[src/rtl/mc_ctrl_pkg.sv]
package mc_ctrl_pkg;

  localparam int unsigned OPC_W = 7;

  localparam logic [OPC_W-1:0] OPC_ALU_RR = 7'b0110011;
  localparam logic [OPC_W-1:0] OPC_LOAD   = 7'b0000011;
  localparam logic [OPC_W-1:0] OPC_STORE  = 7'b0100011;
  localparam logic [OPC_W-1:0] OPC_BRANCH = 7'b1100011;
  localparam logic [OPC_W-1:0] OPC_JUMP   = 7'b1101111;

  typedef enum logic [2:0] {
    ST_FETCH  = 3'd0,
    ST_DECODE = 3'd1,
    ST_EXEC   = 3'd2,
    ST_MEM    = 3'd3,
    ST_WB     = 3'd4
  } state_e;

  typedef enum logic [2:0] {
    CL_NONE   = 3'd0,
    CL_ALU    = 3'd1,
    CL_LOAD   = 3'd2,
    CL_STORE  = 3'd3,
    CL_BRANCH = 3'd4,
    CL_JUMP   = 3'd5
  } iclass_e;

  typedef enum logic [1:0] {
    SA_RS1   = 2'd0,
    SA_PC    = 2'd1,
    SA_OLDPC = 2'd2
  } srca_e;

  typedef enum logic [1:0] {
    SB_RS2  = 2'd0,
    SB_IMM  = 2'd1,
    SB_FOUR = 2'd2
  } srcb_e;

  typedef enum logic [1:0] {
    RS_ALUOUT  = 2'd0,
    RS_MEMDATA = 2'd1,
    RS_ALU     = 2'd2
  } res_e;

  typedef enum logic [1:0] {
    AOP_ADD   = 2'd0,
    AOP_SUB   = 2'd1,
    AOP_FUNCT = 2'd2
  } aop_e;

  typedef struct packed {
    logic  ir_we;
    logic  pc_we;
    logic  oldpc_we;
    logic  rf_we;
    logic  mem_we;
    logic  pc_branch;
    srca_e a_sel;
    srcb_e b_sel;
    res_e  res_sel;
    aop_e  aop;
  } ctrl_t;

endpackage

[src/rtl/mc_rst_sync.sv]
module mc_rst_sync #(
  parameter int unsigned STAGES = 2
) (
  input  logic clk,
  input  logic rst_n,
  output logic rst_sync_n
);

  logic [STAGES-1:0] sync_q;

  always_ff @(posedge clk or negedge rst_n) begin
    if (!rst_n) begin
      sync_q <= '0;
    end else begin
      sync_q <= {sync_q[STAGES-2:0], 1'b1};
    end
  end

  assign rst_sync_n = sync_q[STAGES-1];

endmodule

[src/rtl/mc_op_classify.sv]
module mc_op_classify
  import mc_ctrl_pkg::*;
(
  input  logic [OPC_W-1:0] opcode,
  output iclass_e          cls
);

  always_comb begin
    case (opcode)
      OPC_ALU_RR: cls = CL_ALU;
      OPC_LOAD:   cls = CL_LOAD;
      OPC_STORE:  cls = CL_STORE;
      OPC_BRANCH: cls = CL_BRANCH;
      OPC_JUMP:   cls = CL_JUMP;
      default:    cls = CL_NONE;
    endcase
  end

endmodule

[src/rtl/mc_state_seq.sv]
module mc_state_seq
  import mc_ctrl_pkg::*;
(
  input  logic    clk,
  input  logic    rst_n,
  input  iclass_e cls_live,
  output state_e  state_q,
  output iclass_e cls_q
);

  state_e state_d;
  logic   cls_en;

  assign cls_en = (state_q == ST_DECODE);

  // next-state process
  always_comb begin
    case (state_q)
      ST_FETCH:  state_d = ST_DECODE;
      ST_DECODE: state_d = (cls_live == CL_NONE) ? ST_FETCH : ST_EXEC;
      ST_EXEC: begin
        case (cls_q)
          CL_LOAD, CL_STORE: state_d = ST_MEM;
          CL_ALU, CL_JUMP:   state_d = ST_WB;
          default:           state_d = ST_FETCH;
        endcase
      end
      ST_MEM:    state_d = (cls_q == CL_LOAD) ? ST_WB : ST_FETCH;
      ST_WB:     state_d = ST_FETCH;
      default:   state_d = ST_FETCH;
    endcase
  end

  // register process
  always_ff @(posedge clk or negedge rst_n) begin
    if (!rst_n) begin
      state_q <= ST_FETCH;
      cls_q   <= CL_NONE;
    end else begin
      state_q <= state_d;
      if (cls_en) begin
        cls_q <= cls_live;
      end
    end
  end

  // fetch is always a single cycle followed by decode
  p_fetch_to_decode_r2: assert property (@(posedge clk) disable iff (!rst_n)
    state_q == ST_FETCH |=> state_q == ST_DECODE);

  // captured class only moves in decode
  p_class_hold_r4: assert property (@(posedge clk) disable iff (!rst_n)
    state_q != ST_DECODE |=> $stable(cls_q));

  // memory phase reached only by load or store
  p_mem_entry_r6: assert property (@(posedge clk) disable iff (!rst_n)
    state_q == ST_MEM |-> (cls_q == CL_LOAD || cls_q == CL_STORE));

  // writeback reached only by classes that write a register
  p_wb_entry_r5: assert property (@(posedge clk) disable iff (!rst_n)
    state_q == ST_WB |-> (cls_q == CL_ALU || cls_q == CL_LOAD || cls_q == CL_JUMP));

  // a branch ends after execute
  p_branch_ends_r8: assert property (@(posedge clk) disable iff (!rst_n)
    (state_q == ST_EXEC && cls_q == CL_BRANCH) |=> state_q == ST_FETCH);

  // unknown opcode goes back to fetch after decode
  p_unknown_r10: assert property (@(posedge clk) disable iff (!rst_n)
    (state_q == ST_DECODE && cls_live == CL_NONE) |=> state_q == ST_FETCH);

endmodule

[src/rtl/mc_out_decode.sv]
module mc_out_decode
  import mc_ctrl_pkg::*;
(
  input  logic    clk,
  input  logic    rst_n,
  input  state_e  state,
  input  iclass_e cls,
  input  logic    alu_zero,
  output ctrl_t   ctrl
);

  always_comb begin
    ctrl = '0;
    case (state)
      ST_FETCH: begin
        ctrl.ir_we    = 1'b1;
        ctrl.pc_we    = 1'b1;
        ctrl.oldpc_we = 1'b1;
        ctrl.a_sel    = SA_PC;
        ctrl.b_sel    = SB_FOUR;
        ctrl.res_sel  = RS_ALU;
        ctrl.aop      = AOP_ADD;
      end
      ST_DECODE: begin
        ctrl.a_sel   = SA_OLDPC;
        ctrl.b_sel   = SB_IMM;
        ctrl.res_sel = RS_ALUOUT;
        ctrl.aop     = AOP_ADD;
      end
      ST_EXEC: begin
        case (cls)
          CL_ALU: begin
            ctrl.a_sel = SA_RS1;
            ctrl.b_sel = SB_RS2;
            ctrl.aop   = AOP_FUNCT;
          end
          CL_LOAD, CL_STORE: begin
            ctrl.a_sel = SA_RS1;
            ctrl.b_sel = SB_IMM;
            ctrl.aop   = AOP_ADD;
          end
          CL_BRANCH: begin
            ctrl.a_sel     = SA_RS1;
            ctrl.b_sel     = SB_RS2;
            ctrl.aop       = AOP_SUB;
            ctrl.res_sel   = RS_ALUOUT;
            ctrl.pc_branch = 1'b1;
            ctrl.pc_we     = alu_zero;
          end
          CL_JUMP: begin
            ctrl.a_sel   = SA_OLDPC;
            ctrl.b_sel   = SB_FOUR;
            ctrl.aop     = AOP_ADD;
            ctrl.res_sel = RS_ALUOUT;
            ctrl.pc_we   = 1'b1;
          end
          default: ctrl = '0;
        endcase
      end
      ST_MEM: begin
        ctrl.mem_we = (cls == CL_STORE);
      end
      ST_WB: begin
        ctrl.rf_we   = 1'b1;
        ctrl.res_sel = (cls == CL_LOAD) ? RS_MEMDATA : RS_ALUOUT;
      end
      default: ctrl = '0;
    endcase
  end

  // register write only in writeback
  p_rfwe_wb_r11: assert property (@(posedge clk) disable iff (!rst_n)
    ctrl.rf_we |-> state == ST_WB);

  // instruction register loads only in fetch
  p_irwe_fetch_r11: assert property (@(posedge clk) disable iff (!rst_n)
    ctrl.ir_we |-> state == ST_FETCH);

  // memory write only in the memory phase of a store
  p_memwe_store_r7: assert property (@(posedge clk) disable iff (!rst_n)
    ctrl.mem_we |-> (state == ST_MEM && cls == CL_STORE));

  // PC write outside fetch only from a jump or a taken branch
  p_pcwe_src_r12: assert property (@(posedge clk) disable iff (!rst_n)
    (ctrl.pc_we && state != ST_FETCH) |->
      (state == ST_EXEC && (cls == CL_JUMP || (cls == CL_BRANCH && alu_zero))));

endmodule

[src/rtl/mc_ctrl_fsm.sv]
module mc_ctrl_fsm
  import mc_ctrl_pkg::*;
#(
  parameter int unsigned RST_STAGES = 2
) (
  input  logic             clk,
  input  logic             rst_n,
  input  logic [OPC_W-1:0] opcode,
  input  logic             alu_zero,
  output logic             ir_we,
  output logic             pc_we,
  output logic             oldpc_we,
  output logic             rf_we,
  output logic             mem_we,
  output logic             pc_branch,
  output logic [1:0]       alu_a_sel,
  output logic [1:0]       alu_b_sel,
  output logic [1:0]       result_sel,
  output logic [1:0]       alu_op
);

  logic    rst_int_n;
  iclass_e cls_live;
  iclass_e cls_q;
  state_e  state_q;
  ctrl_t   ctrl;

  mc_rst_sync #(.STAGES(RST_STAGES)) rst_sync_i (
    .clk        (clk),
    .rst_n      (rst_n),
    .rst_sync_n (rst_int_n)
  );

  mc_op_classify classify_i (
    .opcode (opcode),
    .cls    (cls_live)
  );

  mc_state_seq seq_i (
    .clk      (clk),
    .rst_n    (rst_int_n),
    .cls_live (cls_live),
    .state_q  (state_q),
    .cls_q    (cls_q)
  );

  mc_out_decode dec_i (
    .clk      (clk),
    .rst_n    (rst_int_n),
    .state    (state_q),
    .cls      (cls_q),
    .alu_zero (alu_zero),
    .ctrl     (ctrl)
  );

  assign ir_we      = ctrl.ir_we;
  assign pc_we      = ctrl.pc_we;
  assign oldpc_we   = ctrl.oldpc_we;
  assign rf_we      = ctrl.rf_we;
  assign mem_we     = ctrl.mem_we;
  assign pc_branch  = ctrl.pc_branch;
  assign alu_a_sel  = ctrl.a_sel;
  assign alu_b_sel  = ctrl.b_sel;
  assign result_sel = ctrl.res_sel;
  assign alu_op     = ctrl.aop;

endmodule

[config.mk]
export PLATFORM = sky130hd
export DESIGN_NAME = mc_ctrl_fsm
export DESIGN_NICKNAME = d
export VERILOG_FILES = /design/src/rtl/mc_ctrl_pkg.sv /design/src/rtl/mc_rst_sync.sv /design/src/rtl/mc_op_classify.sv /design/src/rtl/mc_state_seq.sv /design/src/rtl/mc_out_decode.sv /design/src/rtl/mc_ctrl_fsm.sv
export SDC_FILE = /design/constraint.sdc
export NUM_CORES = 1
export LEC_CHECK = 0
export ABC_CLOCK_PERIOD_IN_PS = 3000
export CORE_AREA = 3 3 40 42
export DETAILED_ROUTE_END_ITERATION = 10
export DIE_AREA = 0 0 43 45
export PLACE_DENSITY_LB_ADDON = 0.1
export SLEW_MARGIN = 25
export SYNTH_ARGS = -nofsm -noshare
export SYNTH_HDL_FRONTEND = slang
export SYNTH_SLANG_ARGS = --single-unit
[constraint.sdc]
create_clock -name clk -period 3 [get_ports clk]
set_input_delay 0.6 -clock clk [delete_from_list [all_inputs] [get_ports clk]]
set_output_delay 0.6 -clock clk [all_outputs]
set_load 0.005 [all_outputs]
==> out/metrics.cfg <==
[sta]
setup_viol=0
tns_ns=0
period_share_pct=79.1
finalHoldViolations=0
drv_slew=0
fin_crit_ns=2.37
rsz0062_at_grt=no
fmax_mhz=421
finClkSkew_ns=0.00295

[final_layout]
layout-drive-gt1-share_pct=7.14
fill_cells=123
fin_nets=96
diodes=0
syn_to_final_growth_pct=46.1

[die]
ios=24
start_util_pct=41.4
fp.coreArea_mm2=0.00128
dieArea_mm2=0.00194
die_y_um=45
dieWidth_um=43
rows=13

[synth]
yosysSeqAreaShare_pct=37.6
syn_area_um2=532
synth_cell_type_count=29
ys_warn_count=0
synth.largest_area_cell=dfrtp_1
synth-main-ff-cell=dfrtp_1
synth_area_leaders=dfrtp_1 38%, nand2b_1 5.9%, a21oi_1 4.7%
ys_seq_elements=8
synth_top_area_share_pct=37.6
synth-edff-count=0
avgSynthCellArea_um2=8.44
ys_async_sr_fraction_pct=100
synth_nets=73
syn_inst=63

[placed_design]
place_congestion=0.735
place_hpwl_um=932
portBuffers=23

[worst_setup_path]
r2r_end=seq_i.cls_q[0]
cp_common_cell=clkdlybuf4s50_1
worstPathMaxFanout=1
start_kind=primary input
cpPeakStageDelay_ns=0.51
endpoint_kind=primary output
rrSetupSlack_ns=1.66
crit_chain=clkdlybuf4s50_1, o21ai_0, a21oi_1, clkdlybuf4s50_1
cp.arrival_ns=1.77
reg2reg_depth=3
cp.required_ns=2.40
path_class=in -> out
slowest_stage=clkdlybuf4s50_1
timing.rr.start=seq_i.state_q[0]

[drt]
vias=514
drt_pre_antenna_iters=4
final_antenna_net_count=0
routedWlPerCell_um=11.4
drt-total-wl_um=1120
drc=0
drt_iter0_markers=5
vias_per_cell=5.19

[clock_tree]
ctsHoldBuffers=0
clk_pin_slew_ns=0.05
cts_tree=yes
cts_root_buf=clkbuf_4
post-cts-setup-buffer-count=0
cts_resized=0
h-tree-depth=1
clockBufferDepth=2
insertion_delay_ns=0.25
numCtsBuffers=3
clock_sinks=8

[global_routing]
grt_pass1_vias=463
grt_pass1_wl_um=1890
overflow=0
antenna_found_initial=0
grt_start_max_net_pins=13
grtUsageTotal_pct=13.6

[power]
vdd_drop_max_mv=0.237
total_power_mw=0.374
p_leak_nw=0.305
powerDensity_mw_per_mm2=481

[job]
drv_cap=0

[worst_hold_path]
hold_class=reg -> async

[outcome]
status=complete, no violations

==> metrics by stage <==
step	hold WS [ns]	cell area (um2)	instances	worst slack (ns)	util, %
after global routing	0.115	777	99	0.488	60.5
after floorplan	0.0678	532	63	1.43	-
after detailed placement	0.0949	754	96	0.628	58.7
after global placement	0.0944	754	96	0.642	58.7
final	0.0888	777	99	0.626	60.5
after CTS	0.100	777	99	0.617	60.5
==> Yosys cell counts, drive strengths merged, types with 2 or more instances <==
| cell type | n |
|---|---|
| nand2 | 4 |
| a22o | 2 |
| nor3 | 5 |
| buf | 4 |
| inv | 2 |
| dfrtp | 8 |
| nor4bb | 2 |
| nand2b | 5 |
| nor2b | 4 |
| a21oi | 5 |
| nor2 | 5 |
==> cell families (layout without fill, tap and decap cells) <==
group,Yosys count,count (layout),synth area share (%)
adders and majority gates,1,1,2.12
other,1,1,0.705
xor gates and xnor gates,1,1,1.65
AOI/OAI and AO/OA,13,13,17.2
and+or+nand+nor,32,32,34.4
DFF,8,8,37.6
buffers and inverters,7,28,6.35
==> layer usage <==
metal | up-vias | wire, um | GRT usage (%)
met5 | - | 0 | 0
met4 | 0 | 30 | 12.7
met3 | 4 | 99 | 2.79
met2 | 21 | 530 | 23.1
met1 | 219 | 464 | 13.9
li1 | 270 | - | -
==> registers in the layout (all words and copies together) (netlist names) <==
| name | cells |
|---|---|
| seq_i.cls_q | 3 |
| rst_sync_i.sync_q | 2 |
| seq_i.state_q | 3 |
==> cell type report <==
type,count,area [um2],area share (%)
Clock buffer,3,22.5,2.90
Timing Repair Buffer,23,230,29.6
Tap cell,15,18.8,2.42
Inverter,2,7.51,0.966
Multi-Input combinational cell,48,298,38.3
Sequential cell,8,200,25.8
==> worst max-delay path: cells and delay by family <==
family | cells | cell delay, ns
buffers and inverters | 2 | 0.96
AO/OA/AOI/OAI | 2 | 0.22
==> worst max-delay path by stage <==
stage / startpoint / end / slack (ns) / depth (start not counted)
final: alu_zero / pc_we / 0.63 / 4
after global routing: seq_i.state_q[1] / alu_b_sel[0] / 0.49 / 4
after CTS: alu_zero / pc_we / 0.62 / 4
after detailed placement: alu_zero / pc_we / 0.63 / 4
after global placement: alu_zero / pc_we / 0.64 / 4
after floorplan: seq_i.state_q[0] / alu_op[0] / 1.43 / 3
==> report_power, final <==
group          internal [mW]  switching [mW]
sequential             0.116          0.0197
clock                 0.0455          0.0322
combinational          0.105          0.0555
total                  0.266           0.107
==> cells in the final DEF (no fill, tap or decap), types with 2 or more instances in the layout <==
cell type / Yosys / routed
clkdlybuf4s50_1: 0 / 23
nor2_1: 5 / 5
nor2b_1: 4 / 4
inv_1: 2 / 2
clkbuf_4: 0 / 3
nor4bb_1: 2 / 2
dfrtp_1: 8 / 8
nand2_1: 4 / 4
nand2b_1: 5 / 5
nor3_1: 5 / 5
a22o_1: 2 / 2
a21oi_1: 5 / 5
Power figures use the tool's default switching activity.
